<file path="src/rtl/sup_pkg.sv">
package sup_pkg;

    typedef enum logic [1:0] {
        HOLD_SHORT = 2'd0,
        HOLD_MED   = 2'd1,
        HOLD_LONG  = 2'd2,
        HOLD_XLONG = 2'd3
    } hold_code_e;

    typedef struct packed {
        logic uv;
        logic mr;
        logic wd;
    } cause_t;

    function automatic logic [31:0] pick_hold(
        input hold_code_e code,
        input logic [31:0] len_a,
        input logic [31:0] len_b,
        input logic [31:0] len_c,
        input logic [31:0] len_d
    );
        case (code)
            HOLD_SHORT: return len_a;
            HOLD_MED:   return len_b;
            HOLD_LONG:  return len_c;
            default:    return len_d;
        endcase
    endfunction

    function automatic int unsigned max4(
        input int unsigned a, input int unsigned b,
        input int unsigned c, input int unsigned d
    );
        int unsigned m;
        m = a;
        if (b > m) m = b;
        if (c > m) m = c;
        if (d > m) m = d;
        return m;
    endfunction

endpackage

</file>
<file path="src/rtl/sup_mr_filter.sv">
module sup_mr_filter #(
    parameter int unsigned SYNC_STAGES = 2,
    parameter int unsigned FILT        = 6
) (
    input  logic clk,
    input  logic rst,
    input  logic mr_n,
    output logic mr_hit
);
    localparam int unsigned CW = $clog2(FILT + 1);

    logic [SYNC_STAGES-1:0] sync_q;
    logic [CW-1:0]          low_cnt;
    logic                   level;

    // synchronizer chain, idle (high) after reset
    always_ff @(posedge clk) begin
        if (rst) sync_q <= '1;
        else     sync_q <= {sync_q[SYNC_STAGES-2:0], mr_n};
    end

    assign level = sync_q[SYNC_STAGES-1];

    // count consecutive low samples, saturating at FILT
    always_ff @(posedge clk) begin
        if (rst || level)                low_cnt <= '0;
        else if (low_cnt != CW'(FILT))   low_cnt <= low_cnt + CW'(1);
    end

    assign mr_hit = (low_cnt == CW'(FILT));

endmodule

</file>
<file path="src/rtl/sup_hold_timer.sv">
module sup_hold_timer #(
    parameter int unsigned HCW = 9
) (
    input  logic           clk,
    input  logic           rst,
    input  logic           cause,
    input  logic [HCW-1:0] limit,
    output logic           active
);
    logic [HCW-1:0] hcnt;

    always_ff @(posedge clk) begin
        if (rst || cause) begin
            active <= 1'b1;
            hcnt   <= '0;
        end else if (active) begin
            if (hcnt == limit - HCW'(1)) begin
                active <= 1'b0;
                hcnt   <= '0;
            end else begin
                hcnt <= hcnt + HCW'(1);
            end
        end
    end

endmodule

</file>
<file path="src/rtl/sup_rise_det.sv">
module sup_rise_det (
    input  logic clk,
    input  logic rst,
    input  logic level,
    output logic pulse
);
    logic prev;

    // prev starts high so the power-on reset state gives no pulse
    always_ff @(posedge clk) begin
        if (rst) prev <= 1'b1;
        else     prev <= level;
    end

    assign pulse = level & ~prev;

endmodule

</file>
<file path="src/rtl/sup_reset_gen.sv">
module sup_reset_gen #(
    parameter int unsigned HOLD_A      = 16,
    parameter int unsigned HOLD_B      = 40,
    parameter int unsigned HOLD_C      = 100,
    parameter int unsigned HOLD_D      = 300,
    parameter int unsigned MR_FILT     = 6,
    parameter int unsigned SYNC_STAGES = 2
) (
    input  logic       clk,
    input  logic       rst,
    input  logic       uv_flag,
    input  logic       mr_n,
    input  logic       wd_expire,
    input  logic [1:0] hold_sel,
    output logic       rst_out_n,
    output logic       rst_out,
    output logic       reset_rise
);
    import sup_pkg::*;

    localparam int unsigned HOLD_MAX = max4(HOLD_A, HOLD_B, HOLD_C, HOLD_D);
    localparam int unsigned HCW      = $clog2(HOLD_MAX + 1);

    logic        mr_hit;
    cause_t      src;
    logic        any_cause;
    logic [31:0] hold_lim;
    logic        active;

    sup_mr_filter #(.SYNC_STAGES(SYNC_STAGES), .FILT(MR_FILT)) u_filt (
        .clk    (clk),
        .rst    (rst),
        .mr_n   (mr_n),
        .mr_hit (mr_hit)
    );

    always_comb begin
        src.uv = uv_flag;
        src.mr = mr_hit;
        src.wd = wd_expire;
    end

    assign any_cause = |src;
    assign hold_lim  = pick_hold(hold_code_e'(hold_sel),
                                 32'(HOLD_A), 32'(HOLD_B), 32'(HOLD_C), 32'(HOLD_D));

    sup_hold_timer #(.HCW(HCW)) u_hold (
        .clk    (clk),
        .rst    (rst),
        .cause  (any_cause),
        .limit  (hold_lim[HCW-1:0]),
        .active (active)
    );

    sup_rise_det u_rise (
        .clk   (clk),
        .rst   (rst),
        .level (active),
        .pulse (reset_rise)
    );

    assign rst_out   = active;
    assign rst_out_n = ~active;

endmodule

</file>
<file path="config.mk">
export PLATFORM = sky130hd
export DESIGN_NAME = sup_reset_gen
export DESIGN_NICKNAME = d
export VERILOG_FILES = /design/src/rtl/sup_pkg.sv /design/src/rtl/sup_mr_filter.sv /design/src/rtl/sup_hold_timer.sv /design/src/rtl/sup_rise_det.sv /design/src/rtl/sup_reset_gen.sv
export SDC_FILE = /design/constraint.sdc
export NUM_CORES = 1
export LEC_CHECK = 0
export ABC_AREA = 1
export CAP_MARGIN = 30
export CORE_AREA = 2 2 49 51
export CTS_BUF_LIST = sky130_fd_sc_hd__clkbuf_2 sky130_fd_sc_hd__clkbuf_4 sky130_fd_sc_hd__clkbuf_8
export CTS_CLUSTER_SIZE = 8
export DETAILED_ROUTE_END_ITERATION = 10
export DIE_AREA = 0 0 51 53
export DONT_BUFFER_PORTS = 1
export MAX_ROUTING_LAYER = met4
export PLACE_DENSITY = 0.76
export RECOVER_POWER = 100
export SLEW_MARGIN = 25
export SYNTH_ARGS = -nofsm -noshare
export SYNTH_HDL_FRONTEND = slang
export SYNTH_HIERARCHICAL = 1
export SYNTH_SLANG_ARGS = --single-unit
</file>
<file path="constraint.sdc">
create_clock -name clk -period 1.5 [get_ports clk]
set_input_delay 0.3 -clock clk [delete_from_list [all_inputs] [get_ports clk]]
set_output_delay 0.3 -clock clk [all_outputs]
set_load 0.01 [all_outputs]
</file>
### After elaboration in Yosys (flattened, before gate mapping)

Cells that the tools add are included.

| cells by class | value |
|---|---|
| div/mod/pow operators | 0 |
| shifts and indexed selects | 0 |
| bitwise logic cells | 3 |
| reductions and logical operators | 4 |
| multiply operators | 0 |
| multiplexer cells | 4 |
| add/subtract/negate cells | 3 |
| order comparisons | 0 |
| eq/ne operators | 5 |

Operators with widths:

| operator | count |
|---|---|
| $pmux 9 s3 | 1 |
| $add 9x1->9 const B | 1 |
| $eq 9x9->1 | 1 |
| $mux 9 | 1 |
| $sub 9x1->9 const B | 1 |
| $add 3x1->3 const B | 1 |
| $eq 3x3->1 const B | 1 |
| $ne 3x3->1 const B | 1 |
| $reduce_or 3->1 | 1 |
| $eq 2x1->1 const B | 1 |
| $eq 2x2->1 const B | 1 |
| $logic_not 2->1 | 1 |
| $logic_or 1x1->1 | 2 |
| $mux 1 | 2 |
| $not 1->1 | 2 |
| $and 1x1->1 | 1 |

| word-level totals | value |
|---|---|
| bits of input ports | 7 |
| memories | 0 |
| memory bits (read-only) | 0 |
| bits in registers | 16 |
| latch bits | 0 |
| bits in writable memories | 0 |
| output and inout port bits | 3 |
| word-level logic and storage cells | 24 |

### Depth between registers and ports, before layout

Gate-level depths: netlist of run 1.

| logic depth | value |
|---|---|
| depth after elaboration | 6 |
| gate-level depth with buffers | 14 |
| depth with buffers taken out | 14 |

### Hierarchy

Netlist of run 1, hierarchy kept.

Modules (own cells, without submodules):

| module | instances | sequential area each (µm²) | area each (µm²) | cells an instance |
|---|---|---|---|---|
| sup_hold_timer | 1 | 200.2 | 929.6 | 157 |
| sup_mr_filter | 1 | 100.1 | 216.5 | 25 |
| sup_reset_gen | 1 | 0.0 | 53.8 | 13 |
| sup_rise_det | 1 | 20.0 | 37.5 | 5 |

### Worst setup path before layout of run 1

OpenSTA, ideal clock, no wires.

| path | value |
|---|---|
| path type | reg-to-reg |
| start | register u_filt.low_cnt[0] |
| end | register u_hold.hcnt[5] |
| path buffers | 0 |
| setup time | 56 ps |
| setup slack | -8 ps |
| required time | 1444 ps |
| arrival time | 1452 ps |
| cell stages (with the launch flop) | 12 |
| clock period less this slack | 1508 ps |
| cell sequence | dfxtp_1 > clkinv_2 > ha_1 > nand2_2 > inv_2 > inv_1 > nand2_1 > nor2_1 > inv_1 > nor3b_1 > nand2_1 > inv_1 |

| on the way | value |
|---|---|
| cells in the longest elaborated chain, start to end | 3 |

RTL lines:

| element | RTL line | source |
|---|---|---|
| from (decl) | sup_mr_filter.sv:13 | `logic [CW-1:0] low_cnt;` |
| from (signal assigned) | sup_mr_filter.sv:27 | `else if (low_cnt != CW'(FILT)) low_cnt <= low_cnt + CW'(1);` |
| $eq 3x3->1 | sup_mr_filter.sv:30 | `assign mr_hit = (low_cnt == CW'(FILT));` |
| named net mr_hit | sup_reset_gen.sv:24 | `logic mr_hit;` |
| $reduce_or 3->1 | sup_reset_gen.sv:43 | `assign any_cause = \|src;` |
| named net any_cause | sup_reset_gen.sv:26 | `logic any_cause;` |
| $logic_or 1x1->1 | sup_hold_timer.sv:13 | `if (rst \|\| cause) begin` |
| to (signal assigned) | sup_hold_timer.sv:21 | `hcnt <= hcnt + HCW'(1);` |
| to (decl) | sup_hold_timer.sv:10 | `logic [HCW-1:0] hcnt;` |

The timed path passes the listed nets, and every way through them passes these cells.
A chain may end at the register's enable or synchronous reset.

### Worst setup path in the final report of run 1

| path | value |
|---|---|
| start | register u_hold.hcnt[8] |
| end | register u_hold.hcnt[2] |

| on the way | value |
|---|---|
| cells in the longest elaborated chain, start to end | 2 |

RTL lines:

| element | RTL line | source |
|---|---|---|
| $eq 9x9->1 | sup_hold_timer.sv:17 | `if (hcnt == limit - HCW'(1)) begin` |
| $mux 9 | sup_hold_timer.sv:17 |  |

No other way between the ends.

==> results.toml, run 1 <==
[cts]
cts_max_level = 1
cts_tree = "done"
cts_buffers = 3
clockRootBuffer = "clkbuf_4"
cts_sinks = 16
insertion_delay_ns = 0.28
cts_hold_buf = 0
path_clk_slew_ns = 0.08
clock_path_buffers = 2

[grt]
grt_first_pass_wirelength_um = 4050
antenna_found_initial = 0
grtUsageTotal = 0.201
overflow = 0
first_global_vias = 1066
grt_max_degree = 13

[routing]
post_drt_wl_per_cell_um = 9.76
vias = 1172
drt-total-wl_um = 2390
wirelength_met1_um = 1110
wl_met2_um = 1200
first_pass_iters = 4
antenna_left = 0
met3_length_um = 56
drt_first_iter_violations = 31
via_per_inst = 4.78
drc = 0
maxUsedRoutingLayer = "met4"

[finish]
postLayoutCoreUtil = 0.674
drive_above_1_share = 0.240
postLayoutCellArea_sq_um = 1450
areaGrowthSynthToFinish_pct = 17.0
nNetsFinal = 230
diodes = 0

[floorplan]
fp.dieH_um = 53
die-area_sq_um = 2700
rows = 17
core_area_sq_um = 2150
ios = 10
start_util = 0.576
dieWidth_um = 51

[job]
cap_violations = 0

[placed_design]
globalplace.congestion = 0.827
io_buffers = 0
placed_area_sq_um = 1330
dp_hpwl_um = 1900

[min_path]
hold_path.class = "primary input to register"
hold_depth = 2

[synthesis]
seq_area_frac_synth = 0.259
syn_inst = 200
ys_ff_latch = 16
avgSynthCellArea_sq_um = 6.19
yosys_warnings = 6
post_synth_num_cell_types = 28
synth_area_sq_um = 1240

[timing]
skew_ns = 0.00193
max_freq_ghz = 0.724
setup_tns_ns = 0
finalCritPeriodShare = 0.920
finalSetupViolations = 0
min_period_ns = 1.38
drv_slew = 0
hold_viol_final = 0
rsz0062_at_grt = "yes"

[pwr]
power_leakage_nw = 0.726
powerDensity_nw_per_um2 = 533
ir_worst_vdd_uv = 521

[critical_path]
worst-path-max-fanout = 5
required_ns = 1.67
reg2regPathDepth = 9
arrival_ns = 1.55
start_kind = "register"
crit_type = "register to register"
crit_path_end_kind = "register"

[outcome]
status = "completed"
## state kept, by name (all words and copies together) (netlist names)
register,flops
u_filt/sync_q,2
u_hold/hcnt,9
u_rise/prev,1
u_filt/low_cnt,3
u_hold/active,1
## cells in the mapped netlist (all sizes together)
| cell | count | area [sq um] |
|---|---|---|
| clkbuf | 2 | 7.51 |
| nor2 | 37 | 171 |
| xor2 | 9 | 78.8 |
| dfxtp | 16 | 320 |
| inv | 32 | 120 |
| clkinv | 1 | 5.00 |
| nand4 | 3 | 18.8 |
| ha | 4 | 50.1 |
| or2 | 2 | 12.5 |
| xnor3 | 1 | 23.8 |
| nand3b | 1 | 7.51 |
| nor3b | 1 | 7.51 |
| a21oi | 2 | 17.5 |
| xnor2 | 2 | 17.5 |
| nand3 | 17 | 95.1 |
| nor3 | 2 | 10.0 |
| buf | 2 | 12.5 |
| conb | 1 | 3.75 |
| o21ai | 4 | 23.8 |
| nand2 | 61 | 234 |
## placed cells by master, fill, tap and decap left out, drive strengths merged, types with 3 or more instances in the layout
master  netlist  layout
ha            4       4
clkbuf        2       3
buf           2      11
conb          1       8
xor2          9       9
o21ai         4       4
inv          32      32
dfxtp        16      16
nand3        17      17
nand2        61      61
nand4         3       3
nor2         37      37
## power breakdown
| group | leakage, nW | switching, W | internal (W) | total, W |
|---|---|---|---|---|
| logic | 0.581 | 0.0000742 | 0.0000532 | 0.000127 |
| clock network | 0.0138 | 0.000118 | 0.0000932 | 0.000211 |
| registers | 0.132 | 0.00000293 | 0.000429 | 0.000432 |
## through the flow
stage / setup slack (ns) / power, W / std cells / hold slack (ns)
detailed placement: -0.0268 / 0.000557 / 238 / 0.406
global route: -0.0392 / 0.000819 / 245 / 0.104
finish: 0.119 / 0.000771 / 245 / 0.112
floorplan: 0.0324 / 0.000541 / 207 / 0.383
global placement: -0.0143 / 0.000556 / 238 / 0.398
CTS: 0.0178 / 0.000776 / 241 / 0.0985
## kinds of logic (layout without fill, tap and decap cells)
logic type | after synthesis | after routing | share of synthesized area
DFF | 16 | 16 | 0.259
buffers and inverters | 37 | 47 | 0.117
AOI/OAI and AO/OA | 6 | 6 | 0.0334
adders and majority gates | 4 | 4 | 0.0404
xor gates and xnor gates | 12 | 12 | 0.0971
other | 1 | 8 | 0.00303
and+or+nand+nor | 124 | 124 | 0.450
## routing by layer
metal | global-route usage | vias up
met5 | - | -
met4 | 0.0811 | 0
met3 | 0.0339 | 2
met2 | 0.351 | 16
met1 | 0.229 | 523
li1 | - | 631
## final timing paths
| kind | from | to | slack [ns] |
|---|---|---|---|
| min reg2reg | u_filt/sync_q[0] | u_filt/sync_q[1] | 0.44 |
| max | u_hold/hcnt[8] | u_hold/hcnt[2] | 0.12 |
| min | rst | u_rise/prev | 0.11 |
| max reg2reg | u_hold/hcnt[8] | u_hold/hcnt[2] | 0.12 |
## worst max-delay path, stage by stage (launching register included)
cell and delay, ns:
dfxtp_1 0.42, nor2_1 0.07, nor2_1 0.13, nand2_1 0.07
nand2_1 0.07, nand2_1 0.06, nor2_2 0.09, nand3_2 0.10
o21ai_2 0.19, nor2_1 0.06
## cell type report
class,count,area (sq um)
Clock buffer,3,22.5
Multi-Input combinational cell,154,848
Fill cell,187,701
Sequential cell,16,327
Tap cell,28,35.0
Inverter,33,125
Timing Repair Buffer,11,90.1
## what timing repair did
action	4_1_cts	5_1_grt
setup buffers	0	4
endpoints found under the setup margin	1	8
pin swaps	0	10
resized for setup	1	19
hold endpoints to repair	0	0
Power figures use the tool's default switching activity.
==> run 2, diff against run 1 <==
Settings changed: ABC_AREA 1 to 0, CORE_AREA 2 2 49 51 to 2 2 46 48, DIE_AREA 0 0 51 53 to 0 0 48 50, MAX_ROUTING_LAYER met4 to unset, PLACE_DENSITY 0.76 to 0.74.
==> run 2 against run 1 <==
Against the previous run:
- the flow now finishes with violations (negative setup slack)
- first-iteration DRC count shrank 16%
- hold slack lost 0.046 ns
- setup slack lost 0.28 ns
- clock power rose by 33%
- combinational power decreased by 13%
- sequential power barely moved
- register-to-register slack lost 0.28 ns
- final cell count fell by 29%
- wire length fell by 1.0%
- utilization up 5.4 points
==> results.toml, run 2 <==
[synthesis]
post_synth_num_cell_types = 38
syn_inst = 120
avgSynthCellArea_sq_um = 8.76
ys_ff_latch = 16
ys.flop_type = "dfxtp_1"
synth_area_sq_um = 1050
synth.area.top_cells = "dfxtp_1 (30%), xor2_1 (11%), a211oi_1 (6.4%)"
yosys_warnings = 6
seq_area_frac_synth = 0.305
yosysMostFrequentCell = "dfxtp_1"
yosys-top-cells-count = "dfxtp_1 (16), xor2_1 (13), a211oi_1 (9), nand2_1 (8), nor2_1 (8)"
yosysTopAreaCellShare = 0.305
synth_area_leader_cell = "dfxtp_1"
synth_enable_flop_cells = 0
async_flop_share = 0

[critical_path]
crit_path_end_kind = "register"
start_kind = "register"
crit_family = "compound AO/OA/AOI/OAI gates"
arrival_ns = 1.83
slowest_delay_ns = 0.35
required_ns = 1.67
critical-path-slowest-cell = "dfxtp_2"
crit_buf_inv = 1
crit_type = "register to register"
worst-path-max-fanout = 9
crit_chain = "or2_4 > a221oi_2 > nor2_2 > a2111oi_4 > buf_6 > a211oi_1"

[cts]
path_clk_slew_ns = 0.09
cts_tree = "done"
cts_hold_buf = 0
cts_max_level = 1
cts_buffers = 3
clock_path_buffers = 2
cts_sinks = 16
insertion_delay_ns = 0.28
clockRootBuffer = "clkbuf_4"

[grt]
grt_max_degree = 18
overflow = 0
grt_first_pass_wirelength_um = 3800
antenna_found_initial = 0
first_global_vias = 902
grtUsageTotal = 0.217

[outcome]
failed_checks = "negative setup slack"
status = "finished, violations left"

[timing]
rsz0062_at_grt = "yes"
whs_ns = 0.0666
skew_ns = 0.00148
finalCritPeriodShare = 1.11
min_period_ns = 1.66
max_freq_ghz = 0.602
final.setup.worst_slack_ns = -0.161
hold_viol_final = 0
finalSetupViolations = 10
drv_slew = 0
setup_tns_ns = -1.49

[routing]
vias = 928
post_drt_wl_per_cell_um = 13.7
drc = 0
via_per_inst = 5.36
drt-total-wl_um = 2370
drt_first_iter_violations = 26
first_pass_iters = 4
antenna_left = 0

[pwr]
power_leakage_nw = 0.550
total_power_w = 0.000824
powerDensity_nw_per_um2 = 595
ir_worst_vdd_uv = 741

[floorplan]
ios = 10
die-area_sq_um = 2400
dieWidth_um = 48
rows = 16
core_area_sq_um = 1900
start_util = 0.553
fp.dieH_um = 50

[min_path]
hold_path.class = "primary input to register"

[finish]
stdcell_count = 173
areaGrowthSynthToFinish_pct = 31.7
reg_top3 = "u_hold/hcnt x9, u_filt/low_cnt x3, u_filt/sync_q x2"
largest_register_ffs = 9
nNetsFinal = 158
final_common_cell = "buf_4"
mostFrequentLayoutCells = "buf_4 (18), dfxtp_1 (12), xor2_1 (12)"
fillers = 142
top_register = "u_hold/hcnt"
diodes = 0
drive_above_1_share = 0.370

[placed_design]
globalplace.congestion = 0.822
place_ws_ns = -0.276
dp_hpwl_um = 1680
place_inst = 168
io_buffers = 0

[job]
cap_violations = 0
-- run 2: path summary, 6_finish.rpt --
check | from | to | slack [ns] | cells after the start
worst max-delay path | u_hold/hcnt[6] | u_hold/hcnt[3] | -0.16 | 6
worst min-delay path | rst | u_filt/low_cnt[0] | 0.07 | 1
worst max register to register | u_hold/hcnt[6] | u_hold/hcnt[3] | -0.16 | 6
worst min register to register | u_filt/sync_q[0] | u_filt/sync_q[1] | 0.42 | 1
-- run 2: report_power, final --
part           total, W  switching, W  internal, W  leakage (nW)
clock          0.000281      0.000133     0.000148        0.0210
sequential     0.000432    0.00000295     0.000429         0.132
combinational  0.000110     0.0000566    0.0000537         0.397
total          0.000824      0.000193     0.000631         0.550
-- run 2: kinds of logic after synthesis --
group	count (synthesis)	synth area share
fa+ha+maj	4	0.0476
compound gates	22	0.185
buf+inv	10	0.0357
other cells	1	0.00357
flops	16	0.305
xor+xnor	18	0.150
simple gates	49	0.274
-- run 2: what timing repair did --
action / in CTS / in global routing
endpoints found under the setup margin: 10 / 11
buffers inserted: 1 / 0
resized for setup: 8 / 5
endpoints found under the hold margin: 0 / 0
pin swaps: 6 / 1
cloned: 0 / 0
-- run 2: worst register-to-register path, stage by stage, from the launching register on --
cell       delay, ns
dfxtp_2         0.35
or2_4           0.25
a221oi_2        0.27
nor2_2          0.10
a2111oi_4       0.31
buf_6           0.19
a211oi_1        0.08
-- run 2: area by class of cell --
cell class	count	area [sq um]	area share
Inverter	6	22.5	0.0163
Tap cell	27	33.8	0.0244
Clock buffer	4	36.3	0.0262
Sequential cell	16	325	0.235
Multi-Input combinational cell	101	820	0.592
Timing Repair Buffer	19	146	0.106
-- run 2: per-stage QoR --
stage | util | area [sq um]
final | 0.728 | 1380
after global routing | 0.728 | 1380
after CTS | 0.721 | 1370
after detailed placement | 0.678 | 1290
after global placement | 0.678 | 1290
after floorplan | - | 1140
-- run 2: layer usage --
| layer | global-route usage | share of wire |
|---|---|---|
| met1 | 0.283 | 0.43 |
| met2 | 0.349 | 0.51 |
| met3 | 0.0330 | 0.043 |
| met4 | 0.0811 | 0.010 |
| met5 | 0 | 0 |
